### src/rtl/irq_shaper_pkg.sv
package irq_shaper_pkg;
  localparam int unsigned REG_W  = 32;
  localparam int unsigned GAP_W  = 8;
  localparam int unsigned PW_W   = 16;
  localparam int unsigned RSV_W  = REG_W - GAP_W - PW_W;
  localparam logic [PW_W-1:0] PW_RESET = PW_W'(15);

  // a programmed length of zero still yields a one-clock pulse
  function automatic logic [PW_W-1:0] eff_width(input logic [PW_W-1:0] w);
    return (w == '0) ? PW_W'(1) : w;
  endfunction

  // read-back image of the configuration word
  function automatic logic [REG_W-1:0] pack_cfg(input logic [GAP_W-1:0] gap,
                                                input logic [PW_W-1:0]  pw);
    return {gap, {RSV_W{1'b0}}, pw};
  endfunction
endpackage

### src/rtl/irq_cfg_reg.sv
module irq_cfg_reg
  import irq_shaper_pkg::*;
(
  input  logic             clk,
  input  logic             rst,
  input  logic             we,
  input  logic [REG_W-1:0] wdata,
  output logic [GAP_W-1:0] gap_o,
  output logic [PW_W-1:0]  pw_o,
  output logic [REG_W-1:0] rdata_o
);
  localparam logic [REG_W-1:0] WMASK = pack_cfg('1, '1);

  always_ff @(posedge clk) begin
    if (rst) begin
      gap_o <= '0;
      pw_o  <= PW_RESET;
    end else if (we) begin
      gap_o <= wdata[REG_W-1 -: GAP_W];
      pw_o  <= wdata[PW_W-1:0];
    end
  end

  assign rdata_o = pack_cfg(gap_o, pw_o);

  // a write is visible next cycle, reserved bits masked out
  p_write_visible_r1: assert property (@(posedge clk) disable iff (rst)
    we |=> rdata_o == ($past(wdata) & WMASK));
  p_hold_no_write_r1: assert property (@(posedge clk) disable iff (rst)
    !we |=> $stable(rdata_o));
endmodule

### src/rtl/irq_pulse_gen.sv
module irq_pulse_gen
  import irq_shaper_pkg::*;
(
  input  logic            clk,
  input  logic            rst,
  input  logic            flush,
  input  logic            fire,
  input  logic [PW_W-1:0] pw,
  output logic            active,
  output logic            last
);
  logic [PW_W-1:0] cnt_q;

  always_ff @(posedge clk) begin
    if (rst || flush)      cnt_q <= '0;
    else if (fire)         cnt_q <= eff_width(pw);
    else if (cnt_q != '0)  cnt_q <= cnt_q - PW_W'(1);
  end

  assign active = (cnt_q != '0);
  assign last   = (cnt_q == PW_W'(1));

  // an accepted fire always produces a visible pulse
  p_fire_visible_r5: assert property (@(posedge clk) disable iff (rst)
    fire && !flush |=> active);
  // a running pulse shortens by exactly one per clock
  p_pulse_step_r4: assert property (@(posedge clk) disable iff (rst)
    active && !flush && !fire |=> cnt_q == $past(cnt_q) - PW_W'(1));
endmodule

### src/rtl/irq_gap_timer.sv
module irq_gap_timer
  import irq_shaper_pkg::*;
(
  input  logic             clk,
  input  logic             rst,
  input  logic             flush,
  input  logic             load,
  input  logic             sof,
  input  logic [GAP_W-1:0] gap,
  output logic             idle
);
  logic [GAP_W-1:0] cnt_q;

  always_ff @(posedge clk) begin
    if (rst || flush)           cnt_q <= '0;
    else if (load)              cnt_q <= gap;
    else if (sof && cnt_q != '0) cnt_q <= cnt_q - GAP_W'(1);
  end

  assign idle = (cnt_q == '0);

  // the spacing counter restarts from the field at pulse end
  p_gap_reload_r6: assert property (@(posedge clk) disable iff (rst)
    load && !flush |=> cnt_q == $past(gap));
  // without a tick the counter does not move
  p_gap_hold_r6: assert property (@(posedge clk) disable iff (rst)
    !sof && !load && !flush |=> $stable(cnt_q));
endmodule

### src/rtl/irq_shaper.sv
module irq_shaper
  import irq_shaper_pkg::*;
(
  input  logic             clk,
  input  logic             rst,
  input  logic             evt_i,
  input  logic             sof_i,
  input  logic             level_mode_i,
  input  logic             clr_i,
  input  logic             cfg_we_i,
  input  logic [REG_W-1:0] cfg_wdata_i,
  output logic [REG_W-1:0] cfg_rdata_o,
  output logic             irq_o
);
  logic [GAP_W-1:0] gap_f;
  logic [PW_W-1:0]  pw_f;
  logic             pulse_active, pulse_last, gap_idle;
  logic             edge_pend_q, lvl_pend_q;
  logic             fire;

  irq_cfg_reg u_cfg (
    .clk(clk), .rst(rst), .we(cfg_we_i), .wdata(cfg_wdata_i),
    .gap_o(gap_f), .pw_o(pw_f), .rdata_o(cfg_rdata_o)
  );

  irq_pulse_gen u_pulse (
    .clk(clk), .rst(rst), .flush(level_mode_i), .fire(fire), .pw(pw_f),
    .active(pulse_active), .last(pulse_last)
  );

  irq_gap_timer u_gap (
    .clk(clk), .rst(rst), .flush(level_mode_i), .load(pulse_last),
    .sof(sof_i), .gap(gap_f), .idle(gap_idle)
  );

  // edge path: one merged pending request, released when both timers idle
  assign fire = !level_mode_i && (evt_i || edge_pend_q) && !pulse_active && gap_idle;

  always_ff @(posedge clk) begin
    if (rst || level_mode_i) edge_pend_q <= 1'b0;
    else                     edge_pend_q <= (edge_pend_q || evt_i) && !fire;
  end

  // level path: event wins over a simultaneous clear
  always_ff @(posedge clk) begin
    if (rst) lvl_pend_q <= 1'b0;
    else     lvl_pend_q <= evt_i || (lvl_pend_q && !clr_i);
  end

  assign irq_o = level_mode_i ? lvl_pend_q : pulse_active;

  // a pulse is only released when nothing is running
  p_fire_gated_r6: assert property (@(posedge clk) disable iff (rst)
    fire |-> gap_idle && !pulse_active);
  // a pending request never survives its own release
  p_pend_consumed_r7: assert property (@(posedge clk) disable iff (rst)
    fire && !evt_i |=> !edge_pend_q);
  // clear without event drops the level flag
  p_level_clear_r8: assert property (@(posedge clk) disable iff (rst)
    clr_i && !evt_i |=> !lvl_pend_q);
  p_level_set_r8: assert property (@(posedge clk) disable iff (rst)
    evt_i |=> lvl_pend_q);
  // level mode discards all edge state
  p_flush_edge_r10: assert property (@(posedge clk) disable iff (rst)
    level_mode_i |=> !edge_pend_q && !pulse_active && gap_idle);
endmodule

### config.mk
export PLATFORM = sky130hd
export DESIGN_NAME = irq_shaper
export DESIGN_NICKNAME = d
export VERILOG_FILES = /design/src/rtl/irq_shaper_pkg.sv /design/src/rtl/irq_cfg_reg.sv /design/src/rtl/irq_pulse_gen.sv /design/src/rtl/irq_gap_timer.sv /design/src/rtl/irq_shaper.sv
export SDC_FILE = /design/constraint.sdc
export NUM_CORES = 1
export LEC_CHECK = 0
export ABC_AREA = 0
export ABC_CLOCK_PERIOD_IN_PS = 2500
export BUFFER_PORTS_ARGS = -buffer_cell sky130_fd_sc_hd__buf_2
export CAP_MARGIN = 30
export CORE_MARGIN = 4
export CORE_UTILIZATION = 51
export CTS_CLUSTER_SIZE = 25
export DETAILED_ROUTE_END_ITERATION = 10
export PLACE_DENSITY = 0.79
export SYNTH_ARGS = -nofsm -noshare
export SYNTH_HDL_FRONTEND = slang
export SYNTH_SLANG_ARGS = --single-unit
### constraint.sdc
create_clock -name clk -period 2.5 [get_ports clk]
set_clock_uncertainty 0.2 [all_clocks]
set_input_delay 0.125 -clock clk [delete_from_list [all_inputs] [get_ports clk]]
set_output_delay 0.125 -clock clk [all_outputs]
set_load 0.05 [all_outputs]
Yosys cells after proc, flatten, opt, wreduce, memory -nomap -nowiden
Index checks and enable logic that the tools add are counted.
- output and inout port bits: 33
- bits of input ports: 39
- register bits: 50
- multiplexer cells: 6
- add/subtract/negate cells: 2
- reductions and logical operators: 19
- eq/ne operators: 1
- operators with widths (cell ; count):
    $mux W16 ; 3
    $eq A16 B1 Y1 const B ; 1
    $logic_not A16 Y1 ; 1
    $mux W8 ; 2
    $reduce_bool A16 Y1 ; 1
    $sub A16 B1 Y16 const B ; 1
    $logic_not A8 Y1 ; 1
    $reduce_bool A8 Y1 ; 1
    $sub A8 B1 Y8 const B ; 1
    $logic_and A1 B1 Y1 ; 6
    $logic_not A1 Y1 ; 4
    $reduce_bool A2 Y1 ; 2
    $logic_or A1 B1 Y1 ; 3
    $mux W1 ; 1

Depth between registers and ports, before layout
- depth after elaboration: 6
- mapped depth: 9
- gate-level depth less buffers: 7

By module
A second synthesis with hierarchy kept.
- cell total of the unflattened synthesis: 297
- area total of the unflattened synthesis: 2728.9 µm²
- by module, submodules not included (module ; times used ; sequential area each (µm²) ; area an instance (µm²) ; cells each):
    irq_cfg_reg ; 1 ; 480.5 ; 1119.8 ; 110
    irq_pulse_gen ; 1 ; 320.3 ; 1023.5 ; 120
    irq_gap_timer ; 1 ; 160.2 ; 476.7 ; 57
    irq_shaper ; 1 ; 40.0 ; 108.9 ; 10

Least setup slack after synthesis
No wires, ideal clock.
- path type: reg2reg
- start: reg u_gap.cnt_q[0]
- end: reg u_pulse.cnt_q[0]
- buffers on the path: 1
- path slack: 0.290 ns
- clock period less this slack: 2.210 ns
- data required time: 2.185 ns
- cell stages (with the launch flop): 9
- arrival time: 1.895 ns
- cell sequence: dfxtp_1 > inv_1 > ha_1 > or3b_2 > nor4_4 > and2_1 > buf_6 > nand2_1 > o21a_1
- longest elaborated chain between the ends: 3
- elaborated cells between the ends (all ways): 4
- those cells by class: mux: 1; reduce/logical: 3
- RTL lines (what ; line ; source):
    start: declaration ; irq_gap_timer.sv:12 ; logic [GAP_W-1:0] cnt_q;
    start signal: assignment ; irq_gap_timer.sv:16 ; else if (load) cnt_q <= gap;
    start signal: assignment ; irq_gap_timer.sv:17 ; else if (sof && cnt_q != '0) cnt_q <= cnt_q - GAP_W'(1);
    $logic_not A8 Y1 (*) ; irq_gap_timer.sv:20 ; assign idle = (cnt_q == '0);
    $logic_and A1 B1 Y1 (*) ; irq_shaper.sv:37 ; assign fire = !level_mode_i && (evt_i || edge_pend_q) && !pulse_active && gap_idle;
    $mux W16 / $reduce_bool A2 Y1 (equally long branches) ; -- ;
    end signal: assignment ; irq_pulse_gen.sv:16 ; else if (fire) cnt_q <= eff_width(pw);
    end signal: assignment ; irq_pulse_gen.sv:17 ; else if (cnt_q != '0) cnt_q <= cnt_q - PW_W'(1);
    end: declaration ; irq_pulse_gen.sv:12 ; logic [PW_W-1:0] cnt_q;
Mark *: on every way between the ends. The rest lies on a longest branch, timed or not.
A chain may end at the register's enable or synchronous reset.

Final worst setup path
Same ends and word-level chain as after synthesis.

==> impl_metrics.sql <==
INSERT INTO impl_metrics (metric_group, metric, value, unit) VALUES
('detailed_routing', 'post_drt_wl_per_cell', '15.7', 'um'),
('logic_synthesis', 'synth_cell_type_count', '48', ''),
('floorplanning', 'floorplan.die.width', '76.7', 'um'),
('clock_tree', 'clk_root_buffer_cell', 'sky130_fd_sc_hd__clkbuf_8', ''),
('global_routing', 'grt_start_max_net_pins', '29', ''),
('layout', 'antenna-diode-count', '0', ''),
('detailed_routing', 'dr.first_iter.drc_count', '162', ''),
('detailed_routing', 'drt-vias-per-instance', '5.63', ''),
('pwr', 'vdd_ir_drop_max', '0.649', 'mV'),
('logic_synthesis', 'asyncSetResetFlopFracSynth', '0', '%'),
('clock_tree', 'htreeDepth', '2', ''),
('layout', 'layout-drive-gt1-share', '22.3', '%'),
('floorplanning', 'core-area', '4440', 'sq um'),
('sta', 'achievable-frequency', '417', 'MHz'),
('floorplanning', 'initial_utilization', '54.1', '%'),
('sta', 'period_share', '96.0', '%'),
('setup_path', 'regToRegStartpoint', 'u_gap.cnt_q[0]', ''),
('placement', 'placement.cell_area', '2710', 'sq um'),
('setup_path', 'timing.reg2reg.worst_path_depth', '7', ''),
('layout', 'most-common-layout-cells', 'sky130_fd_sc_hd__buf_2 (55), sky130_fd_sc_hd__dfxtp_1 (50), sky130_fd_sc_hd__nor2_1 (35)', ''),
('global_routing', 'first_global_vias', '2264', ''),
('logic_synthesis', 'ys_seq_area_share', '41.6', '%'),
('pwr', 'total_leakage_power', '1.34', 'nW'),
('clock_tree', 'cts_inserted_buffers', '5', ''),
('global_routing', 'gr-max-usage-layer', 'met2', ''),
('floorplanning', 'die_h', '76.7', 'um'),
('logic_synthesis', 'syn_area_per_cell', '8.80', 'sq um'),
('run_status', 'status', 'finished clean', ''),
('layout', 'final_net_count', '398', ''),
('flow_run', 'drv.max_cap_violation_count', '0', ''),
('clock_tree', 'cts_num_sinks', '50', ''),
('floorplanning', 'placement_rows', '24', ''),
('sta', 'tns', '0', 'ns'),
('logic_synthesis', 'yosys_most_used_dff', 'sky130_fd_sc_hd__dfxtp_1', ''),
('setup_path', 'timing.setup.critical_path_class', 'register to register', ''),
('sta', 'tightest_slew', '0.697', 'ns'),
('layout', 'areaGrowthSynthToFinish', '27.1', '%'),
('clock_tree', 'post_cts_buffers', '0', ''),
('clock_tree', 'insertion_delay', '0.31', 'ns'),
('global_routing', 'gr-usage-met3', '3.28', '%'),
('global_routing', 'number_of_antenna_violations_at_the_first_check_in_global_routing', '0', ''),
('setup_path', 'worst_setup_path_end_kind', 'register', ''),
('detailed_routing', 'detail_route.wirelength', '6380', 'um'),
('min_path', 'min-delay-start', 'rst', ''),
('clock_tree', 'tritoncts', 'done', ''),
('global_routing', 'grt_util_met2', '38.6', '%'),
('sta', 'setup_viol', '0', ''),
('min_path', 'worstHoldPathCells', '2', ''),
('logic_synthesis', 'post_synth_inst_count', '273', ''),
('placement', 'detailed_place_hpwl', '4370', 'um'),
('setup_path', 'crit_fanout', '8', ''),
('placement', 'numPortBuffers', '55', ''),
('global_routing', 'grt_overflow', '0', ''),
('detailed_routing', 'post-route-drc-count', '0', ''),
('logic_synthesis', 'yosysWarningCount', '0', ''),
('layout', 'layout.area.seq', '1000', 'sq um'),
('sta', 'final_min_period', '2.40', 'ns'),
('global_routing', 'gr-usage-all-layers', '22.1', '%'),
('pwr', 'power_per_cell_area', '1470', 'nW/um^2'),
('detailed_routing', 'drt-pass1-iter-count', '4', ''),
('setup_path', 'worst-endpoint-arrival', '2.41', 'ns'),
('sta', 'timing_max_transition_violations_final', '0', ''),
('detailed_routing', 'vias', '2290', ''),
('setup_path', 'timing.rr.end', 'u_pulse.cnt_q[0]', ''),
('placement', 'gp_congestion', '0.889', ''),
('logic_synthesis', 'ys_ff_latch', '50', ''),
('logic_synthesis', 'synth_enable_flop_cells', '0', ''),
('min_path', 'holdCritPathClass', 'input port to register', ''),
('layout', 'num-fill-cells', '344', ''),
('logic_synthesis', 'syn-cell-area', '2400', 'sq um'),
('sta', 'timing.slew.headroom', '53.5', '%');
logic make-up after synthesis:
kind of cell               count (synthesis)  synth area share, %
AOI/OAI and AO/OA                         46                 11.8
muxes                                     24                 10.0
xor gates and xnor gates                  12                 4.37
buffers and inverters                     26                 5.67
and+or+nand+nor                          110                 24.2
DFF                                       50                 41.6
adders and majority gates                  4                 2.08
other                                      1                0.156
stage by stage:
stage               hold WS (ns)  setup WS, ns  utilization (%)  std cells  total power [W]
detailed placement         0.137         0.142             61.0        374          0.00393
floorplan                 0.0424         0.290                -        280          0.00330
CTS                       0.0460         0.109             68.8        407          0.00446
finish                    0.0488         0.101             68.8        407          0.00449
global placement           0.132         0.173             61.0        374          0.00387
global route              0.0779       0.00477             68.8        407          0.00483
layout make-up:
cell class / count / share of cell area (%)
clock buffer: 5 / 2.25
multi-input combinational: 204 / 42.3
inverter: 5 / 0.614
timing repair buffer: 89 / 19.5
sequential: 50 / 32.8
tap: 52 / 2.13
clock inverter: 2 / 0.450
critical path, cell delays in order, from the launching register on:
cell and delay (ns):
sky130_fd_sc_hd__dfxtp_1 0.35, sky130_fd_sc_hd__inv_1 0.11, sky130_fd_sc_hd__ha_1 0.18, sky130_fd_sc_hd__or3b_2 0.50
sky130_fd_sc_hd__nor4_4 0.23, sky130_fd_sc_hd__and2_1 0.38, sky130_fd_sc_hd__nand2_1 0.15, sky130_fd_sc_hd__o21a_1 0.19
metal layers:
metal / wire, um / part of all wire, % / up-vias
li1: - / - / 1124
met1: 2770 / 43 / 1071
met5: 0 / 0 / -
met2: 3170 / 50 / 85
met3: 312 / 4.9 / 10
met4: 118 / 1.9 / 0
flip-flops by register name (all words and copies together), names as in the netlist:
signal / count
edge_pend_q: 1
lvl_pend_q: 1
u_cfg.gap_o: 8
u_cfg.pw_o: 16
u_gap.cnt_q: 8
u_pulse.cnt_q: 16
cells in the mapped netlist, drive strengths merged, types with 2 or more instances:
library cell | count | area share (%)
dfxtp | 50 | 42
nor2 | 35 | 5.5
mux2i | 23 | 9.6
a21oi | 17 | 3.5
nand2 | 14 | 2.2
o21ai | 14 | 2.9
nor3 | 13 | 2.7
buf | 12 | 3.5
nor4 | 12 | 4.0
clkbuf | 9 | 1.4
nand3 | 9 | 1.9
xnor2 | 9 | 3.3
inv | 5 | 0.78
nand4 | 5 | 1.3
nor2b | 5 | 1.3
a211o | 4 | 1.5
ha | 4 | 2.1
a211oi | 3 | 1.4
or4 | 3 | 1.1
xor2 | 3 | 1.1
a31oi | 2 | 0.52
and2 | 2 | 0.52
nor4b | 2 | 0.73
or2 | 2 | 0.52
report_power, final:
part,leakage (nW),switching [W],internal (W)
Sequential,0.411,0.000257,0.00101
Clock,0.0444,0.000268,0.000194
Combinational,0.885,0.00157,0.00119
Total,1.34,0.00210,0.00240
worst max path at each step:
stage	cells past startpoint	end	start	slack [ns]
after CTS	7	u_pulse.cnt_q[0]	u_gap.cnt_q[0]	0.11
after floorplan	8	u_pulse.cnt_q[0]	u_gap.cnt_q[0]	0.29
after global placement	7	u_pulse.cnt_q[0]	u_gap.cnt_q[0]	0.17
final	7	u_pulse.cnt_q[0]	u_gap.cnt_q[0]	0.10
after detailed placement	7	u_pulse.cnt_q[0]	u_gap.cnt_q[0]	0.14
after global routing	7	u_pulse.cnt_q[12]	u_gap.cnt_q[0]	0.005
what timing repair did:
action                                 in CTS  in global routing
gates resized for setup                     0                  0
hold buffers                               26                  0
endpoints found under the hold margin      25                  0
Power figures use the tool's default switching activity.
